$ cat src/rtl/cfgwin_pkg.sv
package cfgwin_pkg;
  localparam int ADDR_W    = 32;
  localparam int BDF_W     = 16;
  localparam int NUM_BDF   = 8;
  localparam int REGION_W  = $clog2(NUM_BDF);
  localparam int WIN_W     = 16;
  localparam int REGION_LSB = WIN_W - 1 - REGION_W;
  localparam int CTL_DW    = 2 * BDF_W;
  localparam int NUM_PAIRS = NUM_BDF / 2;

  typedef enum logic [1:0] {
    RESP_OKAY   = 2'b00,
    RESP_DECERR = 2'b11
  } resp_e;

  // strobes from the decode control to the datapath
  typedef struct packed {
    logic                hit;
    logic                type1;
    logic [REGION_W-1:0] region;
  } sel_t;
endpackage

$ cat src/rtl/cfgwin_regs.sv
module cfgwin_regs
  import cfgwin_pkg::*;
#(
  parameter int CTL_AW = 4
) (
  input  logic                       clk,
  input  logic                       rstN,
  input  logic                       ctlWrEn,
  input  logic [CTL_AW-1:0]          ctlAddr,
  input  logic [CTL_DW-1:0]          ctlWrData,
  output logic [CTL_DW-1:0]          ctlRdData,
  output logic [ADDR_W-WIN_W-1:0]    winBase,
  output logic [NUM_BDF*BDF_W-1:0]   bdfFlat
);
  localparam int BASE_W = ADDR_W - WIN_W;

  logic [BASE_W-1:0] baseQ;

  always_ff @(posedge clk) begin
    if (!rstN) begin
      baseQ <= '0;
    end else if (ctlWrEn && ctlAddr == '0) begin
      baseQ <= ctlWrData[CTL_DW-1 -: BASE_W];
    end
  end

  assign winBase = baseQ;

  for (genvar p = 0; p < NUM_PAIRS; p++) begin : g_pair
    logic [CTL_DW-1:0] pairQ;
    always_ff @(posedge clk) begin
      if (!rstN) begin
        pairQ <= '0;
      end else if (ctlWrEn && ctlAddr == CTL_AW'(p + 1)) begin
        pairQ <= ctlWrData;
      end
    end
    assign bdfFlat[p*CTL_DW +: CTL_DW] = pairQ;
  end

  always_comb begin
    ctlRdData = '0;
    if (ctlAddr == '0) begin
      ctlRdData = {baseQ, {(CTL_DW-BASE_W){1'b0}}};
    end
    for (int p = 0; p < NUM_PAIRS; p++) begin
      if (ctlAddr == CTL_AW'(p + 1)) begin
        ctlRdData = bdfFlat[p*CTL_DW +: CTL_DW];
      end
    end
  end
endmodule

$ cat src/rtl/cfgwin_decode.sv
module cfgwin_decode
  import cfgwin_pkg::*;
(
  input  logic [ADDR_W-1:0]       sAddr,
  input  logic [ADDR_W-WIN_W-1:0] winBase,
  output sel_t                    sel
);
  logic baseMatch;
  logic lowerHalf;

  always_comb begin
    baseMatch  = (sAddr[ADDR_W-1:WIN_W] == winBase);
    lowerHalf  = !sAddr[WIN_W-1];
    sel.hit    = baseMatch && lowerHalf;
    sel.region = sAddr[WIN_W-2 -: REGION_W];
    sel.type1  = (sAddr[WIN_W-1:REGION_LSB] != '0);
  end
endmodule

$ cat src/rtl/cfgwin_dp.sv
module cfgwin_dp
  import cfgwin_pkg::*;
#(
  parameter int DATA_W = 32
) (
  input  sel_t                     sel,
  input  logic [NUM_BDF*BDF_W-1:0] bdfFlat,
  input  logic                     sReq,
  input  logic [ADDR_W-1:0]        sAddr,
  input  logic                     sWrite,
  input  logic [DATA_W/8-1:0]      sBe,
  input  logic [DATA_W-1:0]        sWData,
  output logic                     sReady,
  output logic [DATA_W-1:0]        sRData,
  output logic [1:0]               sResp,
  output logic                     cReq,
  output logic [ADDR_W-1:0]        cAddr,
  output logic                     cType1,
  output logic                     cWrite,
  output logic [DATA_W/8-1:0]      cBe,
  output logic [DATA_W-1:0]        cWData,
  input  logic                     cReady,
  input  logic [DATA_W-1:0]        cRData
);
  logic [BDF_W-1:0] bdfSel;
  resp_e            respVal;

  always_comb begin
    bdfSel = bdfFlat[sel.region*BDF_W +: BDF_W];
    cAddr  = {bdfSel, {(WIN_W-REGION_LSB){1'b0}}, sAddr[REGION_LSB-1:2], 2'b00};
    cType1 = sel.type1;
    cReq   = sReq && sel.hit;
    cWrite = sWrite;
    cBe    = sBe;
    cWData = sWData;
    sReady = sel.hit ? cReady : sReq;
    sRData = sel.hit ? cRData : '1;
    respVal = (sReq && !sel.hit) ? RESP_DECERR : RESP_OKAY;
    sResp  = respVal;
  end
endmodule

$ cat src/rtl/cfgwin_xlate.sv
module cfgwin_xlate
  import cfgwin_pkg::*;
#(
  parameter int DATA_W = 32,
  parameter int CTL_AW = 4
) (
  input  logic                 clk,
  input  logic                 rstN,
  input  logic                 ctlWrEn,
  input  logic [CTL_AW-1:0]    ctlAddr,
  input  logic [31:0]          ctlWrData,
  output logic [31:0]          ctlRdData,
  input  logic                 sReq,
  input  logic [31:0]          sAddr,
  input  logic                 sWrite,
  input  logic [DATA_W/8-1:0]  sBe,
  input  logic [DATA_W-1:0]    sWData,
  output logic                 sReady,
  output logic [DATA_W-1:0]    sRData,
  output logic [1:0]           sResp,
  output logic                 cReq,
  output logic [31:0]          cAddr,
  output logic                 cType1,
  output logic                 cWrite,
  output logic [DATA_W/8-1:0]  cBe,
  output logic [DATA_W-1:0]    cWData,
  input  logic                 cReady,
  input  logic [DATA_W-1:0]    cRData
);
  logic [ADDR_W-WIN_W-1:0]  winBase;
  logic [NUM_BDF*BDF_W-1:0] bdfFlat;
  sel_t                     sel;

  cfgwin_regs #(.CTL_AW(CTL_AW)) regs_i (
    .clk       (clk),
    .rstN      (rstN),
    .ctlWrEn   (ctlWrEn),
    .ctlAddr   (ctlAddr),
    .ctlWrData (ctlWrData),
    .ctlRdData (ctlRdData),
    .winBase   (winBase),
    .bdfFlat   (bdfFlat)
  );

  cfgwin_decode decode_i (
    .sAddr   (sAddr),
    .winBase (winBase),
    .sel     (sel)
  );

  cfgwin_dp #(.DATA_W(DATA_W)) dp_i (
    .sel     (sel),
    .bdfFlat (bdfFlat),
    .sReq    (sReq),
    .sAddr   (sAddr),
    .sWrite  (sWrite),
    .sBe     (sBe),
    .sWData  (sWData),
    .sReady  (sReady),
    .sRData  (sRData),
    .sResp   (sResp),
    .cReq    (cReq),
    .cAddr   (cAddr),
    .cType1  (cType1),
    .cWrite  (cWrite),
    .cBe     (cBe),
    .cWData  (cWData),
    .cReady  (cReady),
    .cRData  (cRData)
  );
endmodule

$ cat config.mk
export PLATFORM = sky130hd
export DESIGN_NAME = cfgwin_xlate
export DESIGN_NICKNAME = d
export VERILOG_FILES = /design/src/rtl/cfgwin_pkg.sv /design/src/rtl/cfgwin_regs.sv /design/src/rtl/cfgwin_decode.sv /design/src/rtl/cfgwin_dp.sv /design/src/rtl/cfgwin_xlate.sv
export SDC_FILE = /design/constraint.sdc
export NUM_CORES = 1
export LEC_CHECK = 0
export ABC_CLOCK_PERIOD_IN_PS = 3300
export BUFFER_PORTS_ARGS = -buffer_cell sky130_fd_sc_hd__buf_2
export CELL_PAD_IN_SITES_DETAIL_PLACEMENT = 1
export CELL_PAD_IN_SITES_GLOBAL_PLACEMENT = 1
export CORE_ASPECT_RATIO = 0.6
export CORE_MARGIN = 3
export CORE_UTILIZATION = 37
export CTS_CLUSTER_SIZE = 30
export DETAILED_ROUTE_END_ITERATION = 10
export PLACE_DENSITY = 0.78
export RECOVER_POWER = 100
export SLEW_MARGIN = 20
export SYNTH_ARGS = -nofsm -noshare
export SYNTH_HDL_FRONTEND = slang
export SYNTH_SLANG_ARGS = --single-unit
$ cat constraint.sdc
create_clock -name clk -period 3.3 [get_ports clk]
set_clock_uncertainty 0.15 [all_clocks]
set_input_delay 0.66 -clock clk [delete_from_list [all_inputs] [get_ports clk]]
set_output_delay 0.66 -clock clk [all_outputs]
set_load 0.05 [all_outputs]
==> results.md <==
- Ranked by total cell area, the synthesized netlist is headed by dfxtp_1 (35%), nand2_1 (14%), mux4_2 (13%).
- Detailed placement finished with a half-perimeter wire length of 21600 um.
- The number of buffers and inverters on the critical path is 2.
- In this run the tool buffered the top-level ports with 177 buffer cells.
- The switching share of power is 0.269.
- The core box area is 0.0213 mm^2.
- In this design, the stage delay of the slowest critical-path cell is 0.45 ns.
- The die is 198 um wide.
- The quantity of hold-fixing buffers added after cts is 0.
- Summing all multi-input logic gate instances after layout gives 0.00458 mm^2.
- Dividing the detail-routed wire length by the instance count gives 22.7 um.
- The setup-violating endpoint count in the final report is 0.
- The switching component of the power is 1090 uW.
- The number of antenna violations at the first check in global routing is 1.
- OpenSTA, run right after detailed placement, puts the worst setup slack at -0.112 ns.
- For the worst flop-to-flop path, the logic depth is 2.
- CTS saw 144 sinks.
- The analysis attributes to cell leakage a power of 0.00358 uW.
- The first global-routing pass estimated 45700 um of wire.
- The H-tree generated during clock tree synthesis spans 4 levels.
- The number of rows in the core area is 41.
- The startpoint class of the critical path is a register.
- The overall overflow remaining after global route is 0.
- The Yosys step of the flow raised 0 warnings.
- The initial cell density of the core is 0.382.
- The first routing iteration left 457 violations.
- The count of unique library cells instantiated by Yosys is 32.
- The arrival time of data at the critical path endpoint is 2.47 ns.
- In this run the power density over the cells is 416 mW/mm^2.
- The run finished with clean final reports.
- The library cell with the highest instance count after synthesis is nand2_1.
- The startpoint of the most critical register-to-register path is regs_i.winBase[8].
- The critical path crosses 7 cells after its start point.
- The total global routing track utilization is 0.252.
- The slew at the pin closest to its max-slew limit is 1.08 ns.
- Sorting the synthesized cells by how often they occur yields nand2_1 (305), dfxtp_1 (144), a21boi_0 (135), buf_4 (54), clkbuf_1 (53).
- The core occupancy in the finished layout is 0.458.
- The worst pin sits at a relative slew slack of 0.280.
- The total iterations of the first detailed-routing run is 4.
- The cell area that synthesis handed to floorplanning was 0.00816 mm^2.
- The cell count after synthesis is 939.
- The category of the worst setup path capture point is an output pin.
- Setup repair after global routing could not meet its margin everywhere.
- The share of the Yosys chip area taken by registers is 0.353.
- The time the final worst path needs with I/O delays and setup is 3.28 ns.
- Detailed routing inserted a total of 7387 vias.
- TritonCTS built the clock tree.
- The synthesis-to-finish area growth is 19.9%.
- The hold violation count in the final report came to 0.
- The sequential share of power is 0.438.
- The type of the worst min-delay path is reg -> reg.
- For this run, the top clock speed supported by timing is 0.305 GHz.
- The endpoint of the worst hold path is regs_i.g_pair[2].pairQ[10].
- The share of total power dissipated in combinational logic is 0.100.
- The startpoint identified for the worst hold timing path is regs_i.g_pair[2].pairQ[10].
- The clock latency at the later pin of the worst-skew pair is 0.43 ns.
- The fraction of synthesized cell area taken by the top area cell type is 0.353.
- The flip-flop and latch count after synthesis is 144.
- Data on the critical path is required at its endpoint by 2.49 ns.
- Of the total power, the clock network draws 0.462.
- In this run the register-to-register setup slack is 2.37 ns.
- In the synthesized netlist the dominant register cell turns out to be dfxtp_1.
- The cell family contributing the most delay on the critical path is simple AND/OR/NAND/NOR gates.
- The via density per instance is 5.52.
- The endpoint of the most critical register-to-register path is regs_i.winBase[8].
- Counting instances, the worst hold path has a depth of 2.
- The number of pins exceeding their max-slew limit in the final report is 0.
- The wire length after detailed routing is 30300 um.
- The share of cells above drive strength 1 is 0.310.
- Max-cap violations in this run came to 0.
- The via count of the first global-routing pass is 7761.
- In this run, synthesis inferred 0 flip-flops with an integrated enable.
- The number of fill cells in the layout is 2528.
- In the routed design, unresolved DRC markers number 0.
- The area taken by flip-flops and latches is 0.00289 mm^2.
- The routability congestion estimate from global placement is 0.830.
- In the finished design, the share of the clock period the worst path needs comes to 0.994.
- The worst-case IR drop observed on VDD is 323 uV.
- The clock passes through at most 2 buffers.
- The largest net degree at the start of global routing is 78.
- The number of diodes added for antenna fixing is 0.
- The critical path in this run is classified as reg -> out.
- For this run, the post-layout net count is 1189.
- The post-detailed-route count of antenna-violating nets is 0.
- The floorplan step defined a die boundary enclosing 0.0239 mm^2.
- The total internal power is 2970 uW.
- Among all stages on the critical path, the largest delay is contributed by or4_4.
- The per-instance average area after synthesis is 8.69 um^2.
- Buffers inserted during clock tree synthesis total 17.
- The worst setup slack after layout is 0.0195 ns.
- The most area-hungry cell type in the Yosys netlist is dfxtp_1.
- The share of synthesized flip-flops with an asynchronous set or reset is 0.
- In this run the clock root is driven by a clkbuf_16.
- The maximum fanout count along the critical path is 35.
- Post-CTS timing repair inserted 0 buffers for setup.
- The die height is 121 um.
- Walking the worst path, the cells encountered are xor2_2 -> nor4_2 -> nand3_1 -> or4_4 -> buf_12 -> or2_2 -> buf_6.
- 280 I/O pins were placed.
- The clock-pin slew on the worst setup and hold paths is 0.06 ns.
==> what timing repair did <==
item / CTS / global route
pin swaps: 4 / 2
setup endpoints to repair: 36 / 36
resized for setup: 18 / 95
endpoints found under the hold margin: 0 / 0
==> metal layers <==
| layer | GRT usage | up-vias | part of all wire |
|---|---|---|---|
| li1 | - | 3346 | - |
| met5 | 0 | - | 0.00066 |
| met2 | 0.407 | 244 | 0.48 |
| met4 | 0.0667 | 2 | 0.012 |
| met3 | 0.0566 | 32 | 0.062 |
| met1 | 0.343 | 3763 | 0.45 |
==> kinds of logic after synthesis <==
family                 Yosys count  share of synthesized area
other                            1                   0.000459
XOR/XNOR                        16                     0.0172
multiplexers                    81                      0.178
AND/OR/NAND/NOR                372                      0.187
buffers and inverters          133                     0.0917
AO/OA/AOI/OAI                  192                      0.173
flip-flops                     144                      0.353
==> stage by stage <==
stage               area [um^2]  cells  total power [uW]  setup TNS (ns)  hold WS, ns
finish                     9780   1339              4070               0        0.330
global route               9780   1339              4190           -1.70        0.351
CTS                        9640   1339              4080         -0.0527        0.327
detailed placement         9020   1307              2220           -1.57        0.312
global placement           9020   1307              2210          -0.202        0.314
floorplan                  8180    944              2200               0        0.295
==> power by group through the flow <==
| stage | registers, uW | logic [uW] | clock network, uW |
|---|---|---|---|
| finish | 1780 | 408 | 1880 |
| global route | 1780 | 434 | 1980 |
| CTS | 1780 | 407 | 1890 |
| detailed placement | 1820 | 403 | 0 |
| global placement | 1820 | 395 | 0 |
| floorplan | 1810 | 389 | 0 |
==> how the worst max path moves through the flow <==
stage | slack (ns) | from | to
after floorplan | 0.04 | sAddr[17] | cReq
after global placement | -0.04 | sAddr[19] | sRData[2]
after detailed placement | -0.11 | sAddr[19] | sRData[31]
after CTS | -0.02 | regs_i.winBase[3] | sRData[1]
after global routing | -0.11 | regs_i.winBase[2] | sRData[0]
final | 0.02 | regs_i.winBase[3] | sRData[31]
==> final cells by class <==
cell class / instances / share of cell area
well taps: 279 / 0.0357
inverters: 3 / 0.00115
repair buffers: 214 / 0.143
multi-input cells: 667 / 0.468
clock inverters: 13 / 0.0116
flip-flops and latches: 144 / 0.295
clock buffers: 19 / 0.0453
==> flip-flops by register name, summed over array words and instances (netlist names) <==
signal	count
regs_i.winBase	16
regs_i.g_pair.pairQ	128
==> worst reg2reg max path: stages, from the launching register on <==
cell	delay [ns]
dfxtp_1	0.44
nand2_1	0.07
a21boi_0	0.19
==> placed cells by master, fill, tap and decap left out, drive strengths merged, types with 12 or more instances in the layout <==
cell	count
mux4	48
buf	157
dfxtp	144
xor2	12
nor2	16
mux2	33
or2	33
nand2	305
a22oi	26
o21ai	16
clkbuf	76
a21boi	144
Power figures use the tool's default switching activity.
